**src/rtl/bcrc_pkg.sv**
```systemverilog
package bcrc_pkg;
    localparam int CRC_W    = 16;
    localparam int BYTE_W   = 8;
    localparam int CNT_W    = 12;
    localparam int REG_W    = 16;
    localparam int CLR_BIT  = 15;
    localparam logic [CRC_W-1:0] POLY_REFL = 16'h8408;
    localparam logic [CRC_W-1:0] SEED      = 16'hFFFF;
    localparam logic [CRC_W-1:0] OUT_MASK  = 16'hFFFF;

    typedef enum logic [1:0] {
        SEL_CTRL   = 2'd0,
        SEL_DATA   = 2'd1,
        SEL_RESULT = 2'd2,
        SEL_NONE   = 2'd3
    } rd_sel_e;

    typedef struct packed {
        logic             clear;
        logic             absorb;
        logic [BYTE_W-1:0] byte_v;
    } bcrc_cmd_t;

    function automatic logic [REG_W-1:0] pack_ctrl(input logic [CNT_W-1:0] cnt);
        logic [REG_W-1:0] v;
        v = '0;
        v[CNT_W-1:0] = cnt;
        return v;
    endfunction
endpackage

```
**src/rtl/bcrc_byte_step.sv**
```systemverilog
module bcrc_byte_step
    import bcrc_pkg::*;
#(
    parameter int W = CRC_W,
    parameter int B = BYTE_W,
    parameter logic [W-1:0] POLY = POLY_REFL
) (
    input  logic [W-1:0] crc_i,
    input  logic [B-1:0] byte_i,
    output logic [W-1:0] crc_o
);
    logic [W-1:0] stage [0:B];

    assign stage[0] = crc_i;

    for (genvar i = 0; i < B; i++) begin : g_bit
        logic fb;
        assign fb = stage[i][0] ^ byte_i[i];
        assign stage[i+1] = fb ? ((stage[i] >> 1) ^ POLY) : (stage[i] >> 1);
    end

    assign crc_o = stage[B];
endmodule

```
**src/rtl/bcrc_sat_counter.sv**
```systemverilog
module bcrc_sat_counter #(
    parameter int N = 12
) (
    input  logic         clk,
    input  logic         rst,
    input  logic         clear,
    input  logic         inc,
    output logic [N-1:0] count
);
    localparam logic [N-1:0] TOP = {N{1'b1}};

    always_ff @(posedge clk) begin
        if (rst || clear) begin
            count <= '0;
        end else if (inc && count != TOP) begin
            count <= count + 1'b1;
        end
    end
endmodule

```
**src/rtl/bcrc_read_mux.sv**
```systemverilog
module bcrc_read_mux
    import bcrc_pkg::*;
#(
    parameter int W = REG_W,
    parameter int N = CNT_W
) (
    input  logic [1:0]   sel,
    input  logic [N-1:0] count,
    input  logic [W-1:0] result,
    output logic [W-1:0] rdata
);
    always_comb begin
        unique case (rd_sel_e'(sel))
            SEL_CTRL:   rdata = pack_ctrl(count);
            SEL_RESULT: rdata = result;
            default:    rdata = '0;
        endcase
    end
endmodule

```
**src/rtl/bcrc16_engine.sv**
```systemverilog
module bcrc16_engine
    import bcrc_pkg::*;
(
    input  logic              clk,
    input  logic              rst,
    input  logic              ctrl_we,
    input  logic [REG_W-1:0]  ctrl_wdata,
    input  logic              data_we,
    input  logic [REG_W-1:0]  data_wdata,
    input  logic [1:0]        rd_sel,
    output logic [REG_W-1:0]  rd_data
);
    bcrc_cmd_t        cmd;
    logic [CRC_W-1:0] crc_q;
    logic [CRC_W-1:0] crc_next;
    logic [CNT_W-1:0] cnt_q;

    always_comb begin
        cmd.clear  = ctrl_we && ctrl_wdata[CLR_BIT];
        cmd.absorb = data_we && !cmd.clear;
        cmd.byte_v = data_wdata[BYTE_W-1:0];
    end

    bcrc_byte_step #(.W(CRC_W), .B(BYTE_W), .POLY(POLY_REFL)) u_step (
        .crc_i  (crc_q),
        .byte_i (cmd.byte_v),
        .crc_o  (crc_next)
    );

    always_ff @(posedge clk) begin
        if (rst || cmd.clear) begin
            crc_q <= SEED;
        end else if (cmd.absorb) begin
            crc_q <= crc_next;
        end
    end

    bcrc_sat_counter #(.N(CNT_W)) u_cnt (
        .clk   (clk),
        .rst   (rst),
        .clear (cmd.clear),
        .inc   (cmd.absorb),
        .count (cnt_q)
    );

    bcrc_read_mux #(.W(REG_W), .N(CNT_W)) u_rd (
        .sel    (rd_sel),
        .count  (cnt_q),
        .result (crc_q ^ OUT_MASK),
        .rdata  (rd_data)
    );
endmodule

```
**config.mk**
```make
export PLATFORM = sky130hd
export DESIGN_NAME = bcrc16_engine
export DESIGN_NICKNAME = d
export VERILOG_FILES = /design/src/rtl/bcrc_pkg.sv /design/src/rtl/bcrc_byte_step.sv /design/src/rtl/bcrc_sat_counter.sv /design/src/rtl/bcrc_read_mux.sv /design/src/rtl/bcrc16_engine.sv
export SDC_FILE = /design/constraint.sdc
export NUM_CORES = 1
export LEC_CHECK = 0
export ABC_AREA = 1
export ABC_CLOCK_PERIOD_IN_PS = 1300
export BUFFER_PORTS_ARGS = -buffer_cell sky130_fd_sc_hd__buf_2
export CAP_MARGIN = 5
export CORE_UTILIZATION = 41
export CTS_BUF_LIST = sky130_fd_sc_hd__clkbuf_8
export CTS_CLUSTER_SIZE = 30
export DETAILED_ROUTE_END_ITERATION = 8
export PLACE_DENSITY = 0.71
export SYNTH_ARGS = -nofsm -noshare
export SYNTH_HDL_FRONTEND = slang
export SYNTH_SLANG_ARGS = --single-unit
```
**constraint.sdc**
```tcl
create_clock -name clk -period 1.3 [get_ports clk]
set_input_delay 0.13 -clock clk [delete_from_list [all_inputs] [get_ports clk]]
set_output_delay 0.13 -clock clk [all_outputs]
set_load 0.1 [all_outputs]
```
==> impl_metrics.ini, run 1 <==
[layout]
insertedDiodeCount = 0
final_core_util_pct = 72.28
final_common_cell = nand2_1
final_area_um2 = 2933
syn_to_final_growth_pct = 67.07
fin_cells = 374
drive_above_1_share_pct = 48.77
layout_common_cells = 54 x nand2_1, 33 x buf_4, 24 x inv_1
fin_nets = 364

[detailed_routing]
drtIter0Drc = 99
viasPerCell = 5.257
wl_per_cell_um = 13.53
postRouteAntennaNets = 0
drc = 0
via_count = 1966
dr.pass1.iters = 4
totalWireLength_um = 5062

[yosys]
ys_ff_latch = 28
synth_cell_type_count = 27
synth_adder_area_share_pct = 0.7128
ys_seq_area_share_pct = 31.93
synth_compound_area_share_pct = 16.96
synth_mux_area_share_pct = 0
avgSynthCellArea_um2 = 6.830
netlist_instances = 257
yosysWarnings = 0
synth_top_family_by_area = simple AND/OR/NAND/NOR gates
synth-xor-area-share_pct = 7.983
syn_area_um2 = 1755
syn-num-nets = 296
synth-simple-area-share_pct = 32.72

[clocking]
clkLatencyLatePin_ps = 290
cts.path.max_buffers = 2
cts_tree = built
h-tree-depth = 1
clock-sinks = 28
cts_buffers = 3
clockRootBuffer = clkbuf_8
path_clk_slew_ps = 110

[placement]
globalplace.congestion = 0.8512
placed_area_um2 = 2619
hpwl_um = 3783
dp.cells = 361
portBuffers = 30

[run]
cap_violations = 0

[worst_setup_path]
worstSetupPathType = reg2reg
cp_max_fo = 4
start_kind = flip-flop
end_kind = flip-flop
cp_data_arrival_time_ps = 1590
cp.required_ps = 1520
reg2regPathDepth = 10

[global_route]
overflow = 0
grt_max_degree = 18
antenna_found_initial = 0
grtUsageTotal_pct = 24.70
grt_pass1_wl_um = 8362
first_global_vias = 1839

[die]
start_util_pct = 43.26
fp-row-count = 23
die-area_um2 = 4547
die_h_um = 67.44
io-pin-count = 54
die-width_um = 67.44
fp.coreArea_um2 = 4058

[status]
failed_checks = negative setup slack
outcome = complete, but fails checks

[timing]
period_needed_ps = 1367
skew_ps = 4.769
hold_ws_ps = 121.8
worst_slew_pin_slew_ps = 558.4
worst_slack_ps = -66.68
fin_crit_sh_pct = 105.1
rsz0062_at_grt = yes
slew_headroom_pct = 62.73
slew_viol_final = 0
setup-violations-final = 9
timing.fmax_ghz = 0.7317
hold_viol = 0

[min_path]
whs_path_depth = 2
hold_class = in2reg

[pwr]
p_leak_nw = 1.180
power.density_nw_per_um2 = 848.0
peakVddDrop_mv = 0.6533
repair_timing:
action                                 CTS  global route
setup buffers                            5             5
setup endpoints to repair               24            30
resized for setup                       27            33
gates cloned                             0             0
hold buffers                             0             0
pin swaps                                2             7
endpoints found under the hold margin    0             0
metrics by stage:
stage	setup TNS [ps]	total power [mW]	setup WS (ps)
finish	-324.0	2.487	-66.68
global route	-1039	2.586	-139.3
CTS	-142.0	2.438	-48.87
detailed placement	-166.7	1.706	-51.63
global placement	-2.245	1.694	-2.245
floorplan	0	1.462	5.277
kinds of logic after synthesis:
group / Yosys count
AOI/OAI and AO/OA: 50
xor gates and xnor gates: 16
adders and majority gates: 1
buffers and inverters: 40
DFF: 28
and+or+nand+nor: 122
sequential cells by signal, summed over array words and instances (netlist names):
register and flops:
u_cnt.count 12, crc_q 16
critical path: stages, from the launching register on:
cell and delay [ps]:
dfxtp_2 360, ha_4 160, inv_2 80, nor2_4 50
nand3_4 90, nand2_4 80, buf_4 140, buf_4 120
o21ai_2 110, inv_1 50, nor2_1 80
synthesized netlist by cell type:
master	count	area (µm²)
a21oi_1	15	75.07
nand3_4	1	17.52
o22ai_1	12	75.07
o21ai_1	2	10.01
or2_2	1	6.260
nor3_1	3	15.01
nand2_4	1	11.26
nor2_4	3	33.78
nand3_1	19	95.09
xor2_1	8	70.07
o211ai_1	1	7.510
clkbuf_1	4	15.01
nand2_2	6	37.54
a21oi_2	8	70.07
nor2_1	17	63.81
nand4_1	6	37.54
nor2_2	1	6.260
nand2_1	61	229.0
inv_1	32	120.1
buf_2	3	15.01
buf_12	1	20.02
nand3b_1	2	15.01
dfxtp_1	28	560.5
o21ai_0	12	60.06
ha_1	1	12.51
nand2b_1	1	6.260
xnor2_1	8	70.07
report_power, final:
| group | internal (mW) | total, mW | switching, mW |
|---|---|---|---|
| Combinational | 0.330 | 0.794 | 0.464 |
| Clock | 0.413 | 0.725 | 0.312 |
| Sequential | 0.904 | 0.968 | 0.0644 |
path summary, 6_finish.rpt:
kind,endpoint,startpoint,slack [ps]
min,crc_q[14],data_we,120
max reg2reg,u_cnt.count[5],u_cnt.count[0],-70
min reg2reg,crc_q[14],crc_q[14],570
max,u_cnt.count[5],u_cnt.count[0],-70
cell type report:
cell class / count / area [µm²]
clock inverter: 1 / 30.03
fill: 286 / 1125
sequential: 28 / 590.6
multi-input combinational: 189 / 1345
tap: 50 / 62.56
timing repair buffer: 71 / 737.0
inverter: 32 / 126.4
clock buffer: 3 / 41.29
layer usage:
layer,up-vias,GRT usage [%],share of wire (%)
met5,-,0,0
met4,0,8.777,1.5
met3,6,2.534,2.3
met2,37,42.75,53
met1,944,31.49,43
li1,979,-,-
(Power assumes the default switching activity.)
==> run 2, diff against run 1 <==
--- a/config.mk
+++ b/config.mk
@@ -9,11 +9,11 @@
 export ABC_CLOCK_PERIOD_IN_PS = 1300
 export BUFFER_PORTS_ARGS = -buffer_cell sky130_fd_sc_hd__buf_2
 export CAP_MARGIN = 5
-export CORE_UTILIZATION = 41
+export CORE_UTILIZATION = 40
 export CTS_BUF_LIST = sky130_fd_sc_hd__clkbuf_8
 export CTS_CLUSTER_SIZE = 30
 export DETAILED_ROUTE_END_ITERATION = 8
-export PLACE_DENSITY = 0.71
+export PLACE_DENSITY = 0.69
 export SYNTH_ARGS = -nofsm -noshare
 export SYNTH_HDL_FRONTEND = slang
 export SYNTH_SLANG_ARGS = --single-unit
==> run 2 against run 1 <==
  * The run still ends with negative setup slack left
  * Sequential share of layout area is 0.34 points higher
  * Total power shrank 8.5%
  * Utilization fell by 2.8 points
  * Worst setup slack better by 10 ps
  * Routed wire length grew 3.4%
  * Register-to-register slack improved by 30 ps
==> impl_metrics.ini, run 2 (synthesis gave the netlist of run 1 again) <==
[pwr]
p_leak_nw = 1.165
peakVddDrop_mv = 0.5301
totalPowerFinal_mw = 2.276
power.density_nw_per_um2 = 795.6

[global_route]
grt_max_degree = 20
grt_pass1_wl_um = 8362
grtUsageTotal_pct = 24.18
first_global_vias = 1904
overflow = 0
antenna_found_initial = 0

[worst_setup_path]
cp.required_ps = 1170
cp_cell_sequence = buf_6 -> inv_2 -> buf_6 -> o22ai_4 -> buf_12
cp_max_fo = 3
worstSetupPathType = reg2out
start_kind = flip-flop
path_depth = 5
critical_path.most_common_cell = buf_6
path_buf_inv = 4
end_kind = primary output
timing.rr.start = u_cnt.count[0]
cpMaxStageDelayCell = dfxtp_4
rr_endpoint = u_cnt.count[0]
max_stage_delay_ps = 380
cp_data_arrival_time_ps = 1230
crit_family = buffers and inverters
r2r_slack_ps = -40
reg2regPathDepth = 8

[clocking]
path_clk_slew_ps = 100
clockRootBuffer = clkbuf_8
cts.path.max_buffers = 2
clock-sinks = 28
h-tree-depth = 1
cts_buffers = 3
hold_buffers = 0
clkLatencyLatePin_ps = 270
cts_tree = built

[timing]
timing.fmax_ghz = 0.7371
hold_viol = 0
hold_ws_ps = 105.6
period_needed_ps = 1357
slew_headroom_pct = 52.45
tns_ps = -113.6
worst_slew_pin_slew_ps = 712.5
worst_slack_ps = -56.58
skew_ps = 2.578
setup-violations-final = 3
slew_viol_final = 0
rsz0062_at_grt = yes
fin_crit_sh_pct = 104.4

[detailed_routing]
drc = 0
dr.pass1.iters = 4
wl_per_cell_um = 14.00
via_count = 1987
totalWireLength_um = 5235
viasPerCell = 5.313
drtIter0Drc = 96
postRouteAntennaNets = 0

[min_path]
whs_path_depth = 2
hold_class = in2reg
hold_start = data_we
hold_path_end = crc_q[13]

[layout]
largest-register = crc_q
insertedDiodeCount = 0
largest_register_ffs = 16
fillers = 330
syn_to_final_growth_pct = 62.94
fin_nets = 365
drive_above_1_share_pct = 45.37
final_area_um2 = 2860
final_core_util_pct = 69.50
top_regs = crc_q (16), u_cnt.count (12)
fin_cells = 374
layout_common_cells = 59 x nand2_1, 29 x buf_4, 24 x inv_1
final_common_cell = nand2_1

[die]
fp-row-count = 23
die-width_um = 68.25
io-pin-count = 54
start_util_pct = 42.66
die-area_um2 = 4657
fp.coreArea_um2 = 4115
die_h_um = 68.25

[placement]
placed_area_um2 = 2619
hpwl_um = 3790
globalplace.congestion = 0.8331
portBuffers = 30
dp.cells = 361
post-place-ws_ps = -51.77

[status]
failed_checks = negative setup slack
outcome = complete, but fails checks

[run]
cap_violations = 0
## run 2: cell count changes in the layout (fill, tap and decap cells not counted), sizes merged
cell,delta
buf,+1
bufinv,-1
clkinvlp,-1
inv,+1
## run 2: how the worst max path moves through the flow
stage	start	end	slack (ps)
after floorplan	u_cnt.count[0]	u_cnt.count[3]	5
after global placement	u_cnt.count[0]	u_cnt.count[10]	-20
after detailed placement	u_cnt.count[0]	u_cnt.count[6]	-50
after CTS	u_cnt.count[0]	u_cnt.count[6]	-50
after global routing	u_cnt.count[0]	u_cnt.count[0]	-110
final	u_cnt.count[0]	rd_data[0]	-60
## run 2: cell type report
| class | instances | area (µm²) | share of cell area [%] |
|---|---|---|---|
| Timing Repair Buffer | 72 | 763.2 | 26.68 |
| Clock buffer | 3 | 41.29 | 1.444 |
| Tap cell | 50 | 62.56 | 2.187 |
| Sequential cell | 28 | 585.6 | 20.47 |
| Multi-Input combinational cell | 189 | 1287 | 45.01 |
| Inverter | 32 | 120.1 | 4.199 |
## run 2: routing by layer
layer | track usage, % | vias up | share of wire [%]
li1 | - | 975 | -
met1 | 27.54 | 939 | 40
met2 | 44.85 | 59 | 53
met3 | 3.167 | 14 | 4.2
met4 | 9.375 | 0 | 2.6
met5 | 0 | - | 0
## run 2: repair_timing
| action | CTS | global route |
|---|---|---|
| pin swaps | 0 | 10 |
| buffers inserted | 1 | 10 |
| resized for setup | 17 | 32 |
| endpoints found under the setup margin | 22 | 28 |
## run 2: power by group
part	internal [mW]	switching (mW)	leakage (nW)	total [mW]
Clock	0.209	0.288	0.0216	0.497
Sequential	0.906	0.0661	0.234	0.972
Combinational	0.343	0.463	0.909	0.806
Total	1.46	0.817	1.17	2.28
